--- config.mk ---
export PLATFORM = sky130hd
export DESIGN_NAME = ora_resolver
export DESIGN_NICKNAME = d
export VERILOG_FILES = /design/src/rtl/ora_pkg.sv /design/src/rtl/ora_bank_map.sv /design/src/rtl/ora_stack_ptr.sv /design/src/rtl/ora_resolver.sv
export SDC_FILE = /design/constraint.sdc
export NUM_CORES = 1
export LEC_CHECK = 0
export ABC_AREA = 1
export BUFFER_PORTS_ARGS = -buffer_cell sky130_fd_sc_hd__buf_2
export CORE_UTILIZATION = 25
export CTS_BUF_LIST = sky130_fd_sc_hd__clkbuf_2
export DETAILED_ROUTE_END_ITERATION = 7
export HOLD_SLACK_MARGIN = 0.15
export PLACE_DENSITY = 0.42
export SYNTH_ARGS = -nofsm -noshare
export SYNTH_HDL_FRONTEND = slang
export SYNTH_SLANG_ARGS = --single-unit
--- constraint.sdc ---
create_clock -name clk -period 2.1 [get_ports clk]
set_input_delay 0.105 -clock clk [delete_from_list [all_inputs] [get_ports clk]]
set_output_delay 0.105 -clock clk [all_outputs]
set_load 0.05 [all_outputs]
--- src/rtl/ora_pkg.sv ---
package ora_pkg;

    typedef enum logic [2:0] {
        K_REG      = 3'd0,
        K_DIRECT   = 3'd1,
        K_INDIRECT = 3'd2,
        K_PUSH     = 3'd3,
        K_POP      = 3'd4
    } opnd_kind_e;

    typedef enum logic [1:0] {
        S_IDLE    = 2'd0,
        S_PTR_RD  = 2'd1,
        S_PTR_CAP = 2'd2,
        S_EMIT    = 2'd3
    } rsv_state_e;

endpackage

--- src/rtl/ora_bank_map.sv ---
module ora_bank_map #(
    parameter int ADDR_W = 8,
    parameter int BANK_W = 2,
    parameter int IDX_W  = 3
) (
    input  logic [BANK_W-1:0] bank,
    input  logic [IDX_W-1:0]  idx,
    input  logic              ri_sel,
    output logic [ADDR_W-1:0] rn_addr,
    output logic [ADDR_W-1:0] ri_addr
);
    localparam int PAD_W = ADDR_W - BANK_W - IDX_W;

    // Working register: bank picks the 8-byte window, index the byte in it.
    assign rn_addr = {{PAD_W{1'b0}}, bank, idx};
    // Pointer register: only entries 0 and 1 of the active window.
    assign ri_addr = {{PAD_W{1'b0}}, bank, {(IDX_W-1){1'b0}}, ri_sel};

endmodule

--- src/rtl/ora_stack_ptr.sv ---
module ora_stack_ptr #(
    parameter int               W    = 8,
    parameter logic [W-1:0]     INIT = 'h07
) (
    input  logic         clk,
    input  logic         rst_n,
    input  logic         inc,
    input  logic         dec,
    input  logic         load,
    input  logic [W-1:0] load_val,
    output logic [W-1:0] sp,
    output logic [W-1:0] sp_up
);
    logic [W-1:0] sp_q;

    assign sp_up = sp_q + W'(1);
    assign sp    = sp_q;

    always_ff @(posedge clk) begin
        if (!rst_n) begin
            sp_q <= INIT;
        end else if (inc) begin
            sp_q <= sp_up;
        end else if (dec) begin
            sp_q <= sp_q - W'(1);
        end else if (load) begin
            sp_q <= load_val;
        end
    end

    // a push step raises the pointer by one, modulo 2^W
    a_r6_push_step: assert property (@(posedge clk) disable iff (!rst_n)
        inc |=> sp_q == W'($past(sp_q) + W'(1)));

    // a pop step lowers the pointer by one, modulo 2^W
    a_r7_pop_step: assert property (@(posedge clk) disable iff (!rst_n)
        dec |=> sp_q == W'($past(sp_q) - W'(1)));

    // a lone load takes the written value
    a_r10_sp_load: assert property (@(posedge clk) disable iff (!rst_n)
        (load && !inc && !dec) |=> sp_q == $past(load_val));

    // the controller never asks for two pointer actions at once
    a_r10_one_action: assert property (@(posedge clk) disable iff (!rst_n)
        $countones({inc, dec, load}) <= 1);

endmodule

--- src/rtl/ora_resolver.sv ---
module ora_resolver #(
    parameter int                ADDR_W  = 8,
    parameter int                BANK_W  = 2,
    parameter int                IDX_W   = 3,
    parameter logic [ADDR_W-1:0] SP_INIT = 'h07
) (
    input  logic              clk,
    input  logic              rst_n,
    input  logic              req_valid,
    input  logic [2:0]        req_kind,
    input  logic [IDX_W-1:0]  req_idx,
    input  logic [ADDR_W-1:0] req_direct,
    input  logic              bank_wr,
    input  logic [BANK_W-1:0] bank_wdata,
    input  logic              sp_wr,
    input  logic [ADDR_W-1:0] sp_wdata,
    output logic              ram_rd_en,
    output logic [ADDR_W-1:0] ram_rd_addr,
    input  logic [ADDR_W-1:0] ram_rd_data,
    output logic              busy,
    output logic              addr_valid,
    output logic [ADDR_W-1:0] addr_out,
    output logic              addr_is_sfr,
    output logic [ADDR_W-1:0] sp_value,
    output logic [BANK_W-1:0] bank_value
);
    import ora_pkg::*;

    localparam int SFR_BIT = ADDR_W - 1;
    localparam int WIN_LSB = BANK_W + IDX_W;

    rsv_state_e        state_q, state_d;
    logic [BANK_W-1:0] bank_q;
    logic              ri_sel_q;
    logic [ADDR_W-1:0] addr_q;
    logic              sfr_q;
    logic [ADDR_W-1:0] sp_cur, sp_up, rn_addr, ri_addr;
    logic              idle, legal_kind, accept, cfg_ok;
    logic              do_push, do_pop, sp_load;

    assign idle       = (state_q == S_IDLE);
    assign legal_kind = (req_kind == K_REG)      || (req_kind == K_DIRECT) ||
                        (req_kind == K_INDIRECT) || (req_kind == K_PUSH)   ||
                        (req_kind == K_POP);
    assign accept     = idle && req_valid && legal_kind;
    assign cfg_ok     = idle && !req_valid;
    assign do_push    = accept && (req_kind == K_PUSH);
    assign do_pop     = accept && (req_kind == K_POP);
    assign sp_load    = cfg_ok && sp_wr;

    ora_bank_map #(
        .ADDR_W (ADDR_W),
        .BANK_W (BANK_W),
        .IDX_W  (IDX_W)
    ) u_map (
        .bank    (bank_q),
        .idx     (req_idx),
        .ri_sel  (ri_sel_q),
        .rn_addr (rn_addr),
        .ri_addr (ri_addr)
    );

    ora_stack_ptr #(
        .W    (ADDR_W),
        .INIT (SP_INIT)
    ) u_sp (
        .clk      (clk),
        .rst_n    (rst_n),
        .inc      (do_push),
        .dec      (do_pop),
        .load     (sp_load),
        .load_val (sp_wdata),
        .sp       (sp_cur),
        .sp_up    (sp_up)
    );

    // Bank-select bits: written only while idle with no request waiting.
    always_ff @(posedge clk) begin
        if (!rst_n) begin
            bank_q <= '0;
        end else if (cfg_ok && bank_wr) begin
            bank_q <= bank_wdata;
        end
    end

    // State register
    always_ff @(posedge clk) begin
        if (!rst_n) begin
            state_q <= S_IDLE;
        end else begin
            state_q <= state_d;
        end
    end

    // Next-state logic
    always_comb begin
        state_d = state_q;
        unique case (state_q)
            S_IDLE: begin
                if (accept) begin
                    state_d = (req_kind == K_INDIRECT) ? S_PTR_RD : S_EMIT;
                end
            end
            S_PTR_RD:  state_d = S_PTR_CAP;
            S_PTR_CAP: state_d = S_EMIT;
            S_EMIT:    state_d = S_IDLE;
            default:   state_d = S_IDLE;
        endcase
    end

    // Output register: resolved address and region flag
    always_ff @(posedge clk) begin
        if (!rst_n) begin
            addr_q   <= '0;
            sfr_q    <= 1'b0;
            ri_sel_q <= 1'b0;
        end else if (accept) begin
            unique case (req_kind)
                K_REG: begin
                    addr_q <= rn_addr;
                    sfr_q  <= 1'b0;
                end
                K_DIRECT: begin
                    addr_q <= req_direct;
                    sfr_q  <= req_direct[SFR_BIT];
                end
                K_INDIRECT: begin
                    sfr_q    <= 1'b0;
                    ri_sel_q <= req_idx[0];
                end
                K_PUSH: begin
                    addr_q <= sp_up;
                    sfr_q  <= 1'b0;
                end
                K_POP: begin
                    addr_q <= sp_cur;
                    sfr_q  <= 1'b0;
                end
                default: begin
                    sfr_q <= 1'b0;
                end
            endcase
        end else if (state_q == S_PTR_CAP) begin
            addr_q <= ram_rd_data;
        end
    end

    assign ram_rd_en   = (state_q == S_PTR_RD);
    assign ram_rd_addr = ri_addr;
    assign busy        = !idle;
    assign addr_valid  = (state_q == S_EMIT);
    assign addr_out    = addr_q;
    assign addr_is_sfr = sfr_q;
    assign sp_value    = sp_cur;
    assign bank_value  = bank_q;

    // the result strobe never lasts two cycles
    a_r11_valid_pulse: assert property (@(posedge clk) disable iff (!rst_n)
        addr_valid |=> !addr_valid);

    // bank bits hold while a request is in flight
    a_r9_bank_hold: assert property (@(posedge clk) disable iff (!rst_n)
        busy |=> $stable(bank_value));

    // stack pointer holds while a request is in flight
    a_r9_sp_hold: assert property (@(posedge clk) disable iff (!rst_n)
        busy |=> $stable(sp_value));

    // a register operand lands in the low window, never flagged special
    a_r2_reg_window: assert property (@(posedge clk) disable iff (!rst_n)
        (accept && req_kind == K_REG) |=>
            (addr_out[ADDR_W-1:WIN_LSB] == '0) &&
            (addr_out[IDX_W-1:0] == $past(req_idx)) && !addr_is_sfr);

    // the captured pointer byte is emitted as is, with the flag low
    a_r5_ptr_emit: assert property (@(posedge clk) disable iff (!rst_n)
        (state_q == S_PTR_CAP) |=>
            addr_valid && !addr_is_sfr && (addr_out == $past(ram_rd_data)));

endmodule

# --- After elaboration in Yosys (flattened, before gate mapping) ---
# Index checks and enable logic that the tools add are counted.
classes:
  addsub: 2
  eq_ne: 9
  muxes: 10
  reduce_logical: 19
op_table:
  columns: ["op", "count"]
  rows:
  - ["$mux 8", 5]
  - ["$pmux 8 s4", 1]
  - ["$add 8x1->8 const B", 1]
  - ["$pmux 2 s4", 1]
  - ["$sub 8x1->8 const B", 1]
  - ["$logic_and 1x1->1", 7]
  - ["$eq 3x2->1 const B", 2]
  - ["$ne 5x1->1 const B", 1]
  - ["$eq 2x2->1 const B", 2]
  - ["$logic_or 1x1->1", 4]
  - ["$mux 2", 2]
  - ["$reduce_and 2->1", 2]
  - ["$eq 3x1->1 const B", 1]
  - ["$eq 3x3->1 const B", 1]
  - ["$logic_not 3->1", 1]
  - ["$reduce_bool 3->1", 1]
  - ["$eq 2x1->1 const B", 1]
  - ["$logic_not 1->1", 2]
  - ["$logic_not 2->1", 1]
  - ["$ne 2x1->1 const B", 1]
  - ["$reduce_bool 2->1", 1]
  - ["$mux 1", 1]
word_totals:
  ff_bits: 22
  in_bits: 37
  out_inout_bits: 30
  elab_cells: 46

# --- Logic depth before layout (Yosys ltp) ---
# Gate-level depths: netlist (run 1).
depth:
  depth_word: 9
  ltp_mapped: 11
  ltp_nobuf: 10

# --- Modules after synthesis ---
# From an unflattened synthesis (run 1), not the netlist that was laid out.
hier_totals:
  hier_cells: 340
  area_unflattened_um2: 2100.8
modules_own_cells:
  columns: ["mod", "instances", "cells_per_inst", "area_per_inst_um2"]
  rows:
  - ["ora_resolver", 1, 198, 1228.7]
  - ["ora_stack_ptr", 1, 125, 748.2]
  - ["ora_bank_map", 1, 17, 123.9]

# --- Worst setup path before layout (run 1) ---
# No wires, ideal clock.
synth_path:
  path_type: "register -> register"
  from: "register u_sp.sp_q[0] (netlist: u_sp.sp[0])"
  to: "register addr_q[1] (netlist: addr_out[1])"
  arrival_ns: 1.663
  path_slack_ns: 0.323
  path_stages_with_launch: 8
  synth_period_minus_slack_ns: 1.777
  cell_sequence: "dfxtp_1 -> inv_1 -> ha_1 -> nand2_1 -> o21ai_0 -> nor2_1 -> nor2_1 -> o21a_1"
synth_between:
  elab_chain_len: 3
synth_rtl:
  columns: ["element", "line_no", "source"]
  rows:
  - ["from (decl)", "ora_stack_ptr.sv:14", "logic [W-1:0] sp_q;"]
  - ["from (signal assigned)", "ora_stack_ptr.sv:23", "sp_q <= sp_up;"]
  - ["from (signal assigned)", "ora_stack_ptr.sv:25", "sp_q <= sp_q - W'(1);"]
  - ["from (signal assigned)", "ora_stack_ptr.sv:27", "sp_q <= load_val;"]
  - ["$add 8x1->8", "ora_stack_ptr.sv:16", "assign sp_up = sp_q + W'(1);"]
  - ["$pmux 8 s4", "ora_resolver.sv:118", "unique case (req_kind)"]
  - ["$mux 8", "ora_resolver.sv:117", "end else if (accept) begin"]
  - ["to (signal assigned)", "ora_resolver.sv:120", "addr_q <= rn_addr;"]
  - ["to (signal assigned)", "ora_resolver.sv:124", "addr_q <= req_direct;"]
  - ["to (signal assigned)", "ora_resolver.sv:132", "addr_q <= sp_up;"]
  - ["to (decl)", "ora_resolver.sv:35", "logic [ADDR_W-1:0] addr_q;"]
# Every way passes these cells.
# A chain may end at the register's enable or synchronous reset.

# --- Final worst setup path (run 1) ---
layout_path:
  from: "register u_sp.sp_q[0] (netlist: u_sp.sp[0])"
  to: "register addr_q[2] (netlist: addr_out[2])"
# Same word-level chain as after synthesis.

==> reports/qor.csv, run 1 <==
metric;value;unit
num_vias;2150;
fin_area;0.002587;mm^2
yosysWarnings;0;
synth-seq-cells;22;
drive_gt1_share;22.34;%
wirelength;5.782;mm
hpwl;4.345;mm
io_pins;67;
grt_usage;15.16;%
fin_total_pwr;2.551;mW
crit_family;buffers and inverters;
final.min_clock_period;1913;ps
nets;439;
cp-start-kind;register;
min_path_type;in2reg;
grt_overflow;0;
slew_viol_final;0;
rows;31;
routed_via_density;4.361;
endpoint_kind;register;
antenna_left;0;
clk-insertion-delay-late;380;ps
syn_avg_cell_area;6.095;um^2
portBuffers;61;
htree_levels;1;
grt_max_degree;20;
diodes;0;
p_per_area;985.7;mW/mm^2
cellLeakagePower;1.289;nW
finalHoldViolations;0;
p_clk_share;12.9;%
skew;26.64;ps
power.switching;1.395;mW
place_congestion;0.8456;
antenna_found_initial;0;
rsz0062_at_grt;false;
core_area;0.007214;mm^2
syn_area;0.001853;mm^2
cp_num_buf_inv;3;
reg2regPathDepth;10;
fmax;522.8;MHz
comb_power_share;61.0;%
finalSetupViolCount;0;
swShare;54.70;%
die_x;88.10;um
p_seq_share;26.2;%
ys_types;29;
path_clk_slew;280;ps
crit_cells;10;
fin_tns_setup;0;ps
initial_utilization;25.69;%
cpMaxStageDelayCell;dlygate4sd3_1;
crit_fanout;6;
grt_pass1_wl;9.128;mm
outcome;finished clean;
area_growth;39.64;%
crit_path_max_incr_delay;550;ps
path_common_cell;nand2_1;
cts_buffers;3;
cp_cell_sequence;buf_4 > ha_1 > nand2_1 > inv_1 > nor2_2 > nand2_1 > nand4_1 > dlygate4sd3_1 > nand2_1 > a21oi_1;
clock-root-buffer;clkbuf_2;
maxCapViolCount;0;
die_area;0.007761;mm^2
vdd_drop_max;646.1;uV
critical_path_arrival;2260;ps
cts_tree;yes;
die_h;88.10;um
first_pass_iters;4;
cp_data_required_time;2450;ps
drt-initial-drc-count;67;
clk_path_buf_depth;2;
placed_area;0.002205;mm^2
first_global_vias;1980;
worstHoldPathCells;4;
syn_inst;304;
seq_area_frac_synth;23.77;%
drcViolationCount;0;
period_share;91.09;%
wl_per_cell;11.73;um
cts_sinks;22;
path_class;reg2reg;
intPower;1.155;mW
registers in the layout, summed over array words and instances, names as in the netlist:
signal / flops
addr_out: 8
u_sp.sp: 8
bank_value: 2
state_q: 2
addr_is_sfr: 1
ri_sel_q: 1
cell usage in the layout, fill, tap and decap left out, types with 3 or more instances in the layout:
cell,n
dfxtp_1,21
o21ai_0,17
nor2_4,4
nand4_1,4
o21ai_1,4
nand2_1,92
a21oi_1,22
dlygate4sd3_1,32
nand2_4,3
nor2_1,21
a21oi_2,4
clkbuf_2,3
ha_1,7
inv_1,42
o211ai_1,3
o21a_1,5
conb_1,5
nand3_1,25
buf_4,4
buf_2,61
Yosys cell counts:
master    count  area (um^2)
a21oi_1      22        110.1
a21oi_2       4        35.03
a31oi_1       2        12.51
buf_2         2        10.01
buf_4        10        75.07
buf_6         1        11.26
buf_8         1        15.01
clkbuf_1      1        3.750
conb_1        1        3.750
dfxtp_1      22        440.4
ha_1          7        87.58
inv_1        43        161.4
inv_2         1        3.750
nand2_1      93        349.1
nand2_2       1        6.260
nand2_4       3        33.78
nand3_1      25        125.1
nand4_1       4        25.02
nor2_1       22        82.58
nor2_2        1        6.260
nor2_4        4        45.04
nor3_1        1        5.000
o211ai_1      3        22.52
o21a_1        5        37.54
o21ai_0      17        85.08
o21ai_1       4        20.02
o21ai_4       1        16.27
o22ai_1       1        6.260
xor2_1        2        17.52
final timing paths:
path,end,startpoint,slack [ps]
min,addr_is_sfr,req_kind[1],160
max,addr_out[2],u_sp.sp[0],190
max reg2reg,addr_out[2],u_sp.sp[0],190
min reg2reg,ri_sel_q,ri_sel_q,470
routing by layer:
| metal | share of wire (%) | track usage (%) | routed length (um) |
|---|---|---|---|
| met5 | 0 | 0 | 0 |
| met4 | 1.2 | 3.959 | 70 |
| met3 | 3.6 | 1.885 | 211 |
| met2 | 48 | 26.50 | 2778 |
| met1 | 47 | 19.66 | 2722 |
tightest hold or removal path: cells and delay by family:
family,cells,cell delay [ps]
compound gates,1,60
simple gates,2,200
buf+inv,1,170
through the flow:
stage               util [%]  std cells  hold slack, ps  setup WS (ps)
floorplan                  -        308           268.8          322.6
global placement       30.56        456           381.6          208.3
detailed placement     30.56        456           390.6          152.1
CTS                    35.62        492           153.0          101.4
global route           35.87        493           173.7          13.41
finish                 35.87        493           160.4          187.1
final cells by class:
cell class	count	area (um^2)
fillers	827	4627
multi-input cells	227	1152
repair buffers	97	655.6
flip-flops and latches	22	441.7
inverters	44	168.9
well taps	99	123.9
clock inverters	1	30.03
clock buffers	3	15.01
logic make-up (layout without fill, tap and decap cells):
logic type               Yosys count  count (layout)  share of synthesized area (%)
AND/OR/NAND/NOR                  154             154                          36.60
AO/OA/AOI/OAI                     59              59                          18.64
buffers and inverters             59             145                          15.12
flip-flops                        22              22                          23.77
adder cells (fa/ha/maj)            7               7                          4.726
XOR/XNOR                           2               2                         0.9455
other                              1               5                         0.2024
power by group through the flow:
stage	Clock, mW	Combinational [mW]	Sequential, mW
after floorplan	0	0.845	1.03
after global placement	0	1.49	0.678
after detailed placement	0	1.48	0.680
after CTS	0.337	1.55	0.670
after global routing	0.349	1.73	0.686
final	0.328	1.55	0.668
repair_timing:
action,CTS,global route
hold buffers,32,0
buffers inserted,0,1
setup endpoints to repair,0,6
resized for setup,0,4
endpoints found under the hold margin,21,0
Note: power is estimated with default switching activity, not from simulation.
==> run 2: changes to the inputs <==
- PLACE_DENSITY: 0.42 -> not set
- PLACE_DENSITY_LB_ADDON: not set -> 0.3
- clock period: 2.1 -> 2.2 ns (I/O delays scaled with it)
==> run 2 against run 1 <==
  * Cell count is 0.61% lower
  * Routed wire length is 3.4% lower
  * First-iteration DRC count is 4.5% lower
  * Count of clock-buffer cells in the layout unchanged
  * Critical path type unchanged
  * Non-clock buffer count shrank 3
  * Fmax decreased by 7.0%
  * Hold slack improved by 19 ps
  * Cell area shrank 2.5%
  * Power down 10%
  * Utilization fell by 0.90 points
  * Largest power group unchanged
  * Clock skew is 18 ps lower
==> reports/qor.csv, run 2 (same netlist as run 1, synthesis figures left out) <==
metric;value;unit;change
first_global_vias;2153;;was 1980
endpoint_kind;register;;unchanged
fin_area;0.002522;mm^2;was 0.002587 mm^2
min_path_type;in2reg;;unchanged
final_cell_mix;nand2_1, buf_2, inv_1, dlygate4sd3_1, nand3_1;;unchanged
path_common_cell;inv_1;;was nand2_1
die_x;88.10;um;unchanged
die_h;88.10;um;unchanged
maxCapViolCount;0;;unchanged
wl_per_cell;11.40;um;was 11.73 um
clk-insertion-delay-late;350;ps;was 380 ps
vdd_drop_max;683.6;uV;was 646.1 uV
critical_path_arrival;2350;ps;was 2260 ps
drcViolationCount;0;;unchanged
cellLeakagePower;1.270;nW;was 1.289 nW
portBuffers;61;;unchanged
finalSetupViolCount;0;;unchanged
final_common_cell;nand2_1;;unchanged
grt_pass1_wl;9.197;mm;was 9.128 mm
antenna_found_initial;0;;unchanged
reg2reg_from;state_q[0];;was u_sp.sp[0]
crit_fanout;10;;was 6
cts_tree;yes;;unchanged
p_per_area;908.8;mW/mm^2;was 985.7 mW/mm^2
routed_via_density;4.353;;was 4.361
final.min_clock_period;2058;ps;was 1913 ps
cp-start-kind;register;;unchanged
antenna_left;0;;unchanged
nFillCells;844;;was 827
htree_levels;1;;unchanged
core_area;0.007214;mm^2;unchanged
worst_slack;142.3;ps;was 187.1 ps
grt_usage;15.00;%;was 15.16%
die_area;0.007761;mm^2;unchanged
grt_max_degree;20;;unchanged
nets;436;;was 439
slew_viol_final;0;;unchanged
drive_gt1_share;21.48;%;was 22.34%
placed_area;0.002182;mm^2;was 0.002205 mm^2
cpMaxStageDelayCell;dfxtp_1;;was dlygate4sd3_1
crit_family;buffers and inverters;;unchanged
diodes;0;;unchanged
drt-initial-drc-count;64;;was 67
first_pass_iters;4;;unchanged
num_vias;2133;;was 2150
rows;31;;unchanged
skew;8.728;ps;was 26.64 ps
crit_path_max_incr_delay;430;ps;was 550 ps
startpoint;state_q[0];;was u_sp.sp[0]
io_pins;67;;unchanged
path_class;reg2reg;;unchanged
area_growth;36.12;%;was 39.64%
grt_overflow;0;;unchanged
initial_utilization;25.69;%;unchanged
cp_cell_sequence;inv_1 > ha_1 > nand2_1 > inv_1 > o21ai_4 > clkinvlp_4 > nor2_1 > o21ai_0 > a21oi_1;;was buf_4 > ha_1 > nand2_1 > inv_1 > nor2_2 > nand2_1 > nand4_1 > dlygate4sd3_1 > nand2_1 > a21oi_1
hpwl;4.143;mm;was 4.345 mm
min_from;req_direct[1];;was req_kind[1]
clk_path_buf_depth;2;;unchanged
finalHoldViolations;0;;unchanged
timing.hold.ws;179.0;ps;was 160.4 ps
cp_data_required_time;2500;ps;was 2450 ps
cts_buffers;3;;unchanged
fmax;486.0;MHz;was 522.8 MHz
outcome;finished clean;;unchanged
period_share;93.53;%;was 91.09%
wirelength;5.587;mm;was 5.782 mm
place_congestion;0.8361;;was 0.8456
cts_sinks;22;;unchanged
path_clk_slew;220;ps;was 280 ps
clock-root-buffer;clkbuf_2;;unchanged
cp_num_buf_inv;3;;unchanged
place_ws;194.5;ps;was 152.1 ps
[run 2: changes by cell type in the layout (fill, tap and decap cells not counted), sizes merged]
cell,delta
buf,-1
clkinv,+1
bufinv,-1
dlygate4sd3,-3
clkbuf,+1
[run 2: what timing repair did]
action | 4_1_cts | 5_1_grt
setup buffers | 0 | 4
hold buffers | 29 | 0
setup endpoints to repair | 0 | 1
endpoints found under the hold margin | 20 | 0
gates resized for setup | 0 | 1
[run 2: where the power goes]
part	leakage [nW]	internal (mW)	total (mW)	switching [mW]
combinational	1.07	0.422	1.47	1.05
clock	0.0140	0.0395	0.178	0.138
sequential	0.182	0.520	0.641	0.121
[run 2: routing by layer]
metal	vias to the layer above	global-route usage [%]	share of wire, %
met1	944	17.79	45
met4	0	3.079	0.77
met5	-	0	0
met2	54	27.91	49
met3	6	2.922	5.4
li1	1129	-	-
[run 2: final cells by class]
cell class                 instances  area [um^2]  area share [%]
multi-input combinational        227         1147           45.49
timing repair buffer              94        623.1           24.70
sequential                        22        440.4           17.46
inverter                          44        168.9           6.696
tap                               99        123.9           4.911
clock buffer                       3        15.01          0.5952
clock inverter                     1        3.754          0.1488
[run 2: final timing paths]
path | endpoint | slack (ps) | depth (start not counted)
max reg2reg | state_q[1] | 140 | 9
min reg2reg | ri_sel_q | 460 | 2
max | state_q[1] | 140 | 9
min | addr_out[1] | 180 | 6
[run 2: metrics by stage]
step           power [mW]  utilization, %  std cells  setup TNS, ps
5_1_grt             2.490           34.96        490         -1.577
6_report            2.292           34.96        490              0
3_5_place_dp        2.049           30.25        453              0
4_1_cts             2.286           34.53        486              0
3_3_place_gp        2.037           30.25        453              0
2_1_floorplan       1.793               -        308              0
[run 2: worst min-delay path, cell delays in order]
cell and delay (ps):
buf_2 80, nand2_1 40, nand2_1 50, nor2_1 40, nor2_1 80, o21a_1 110
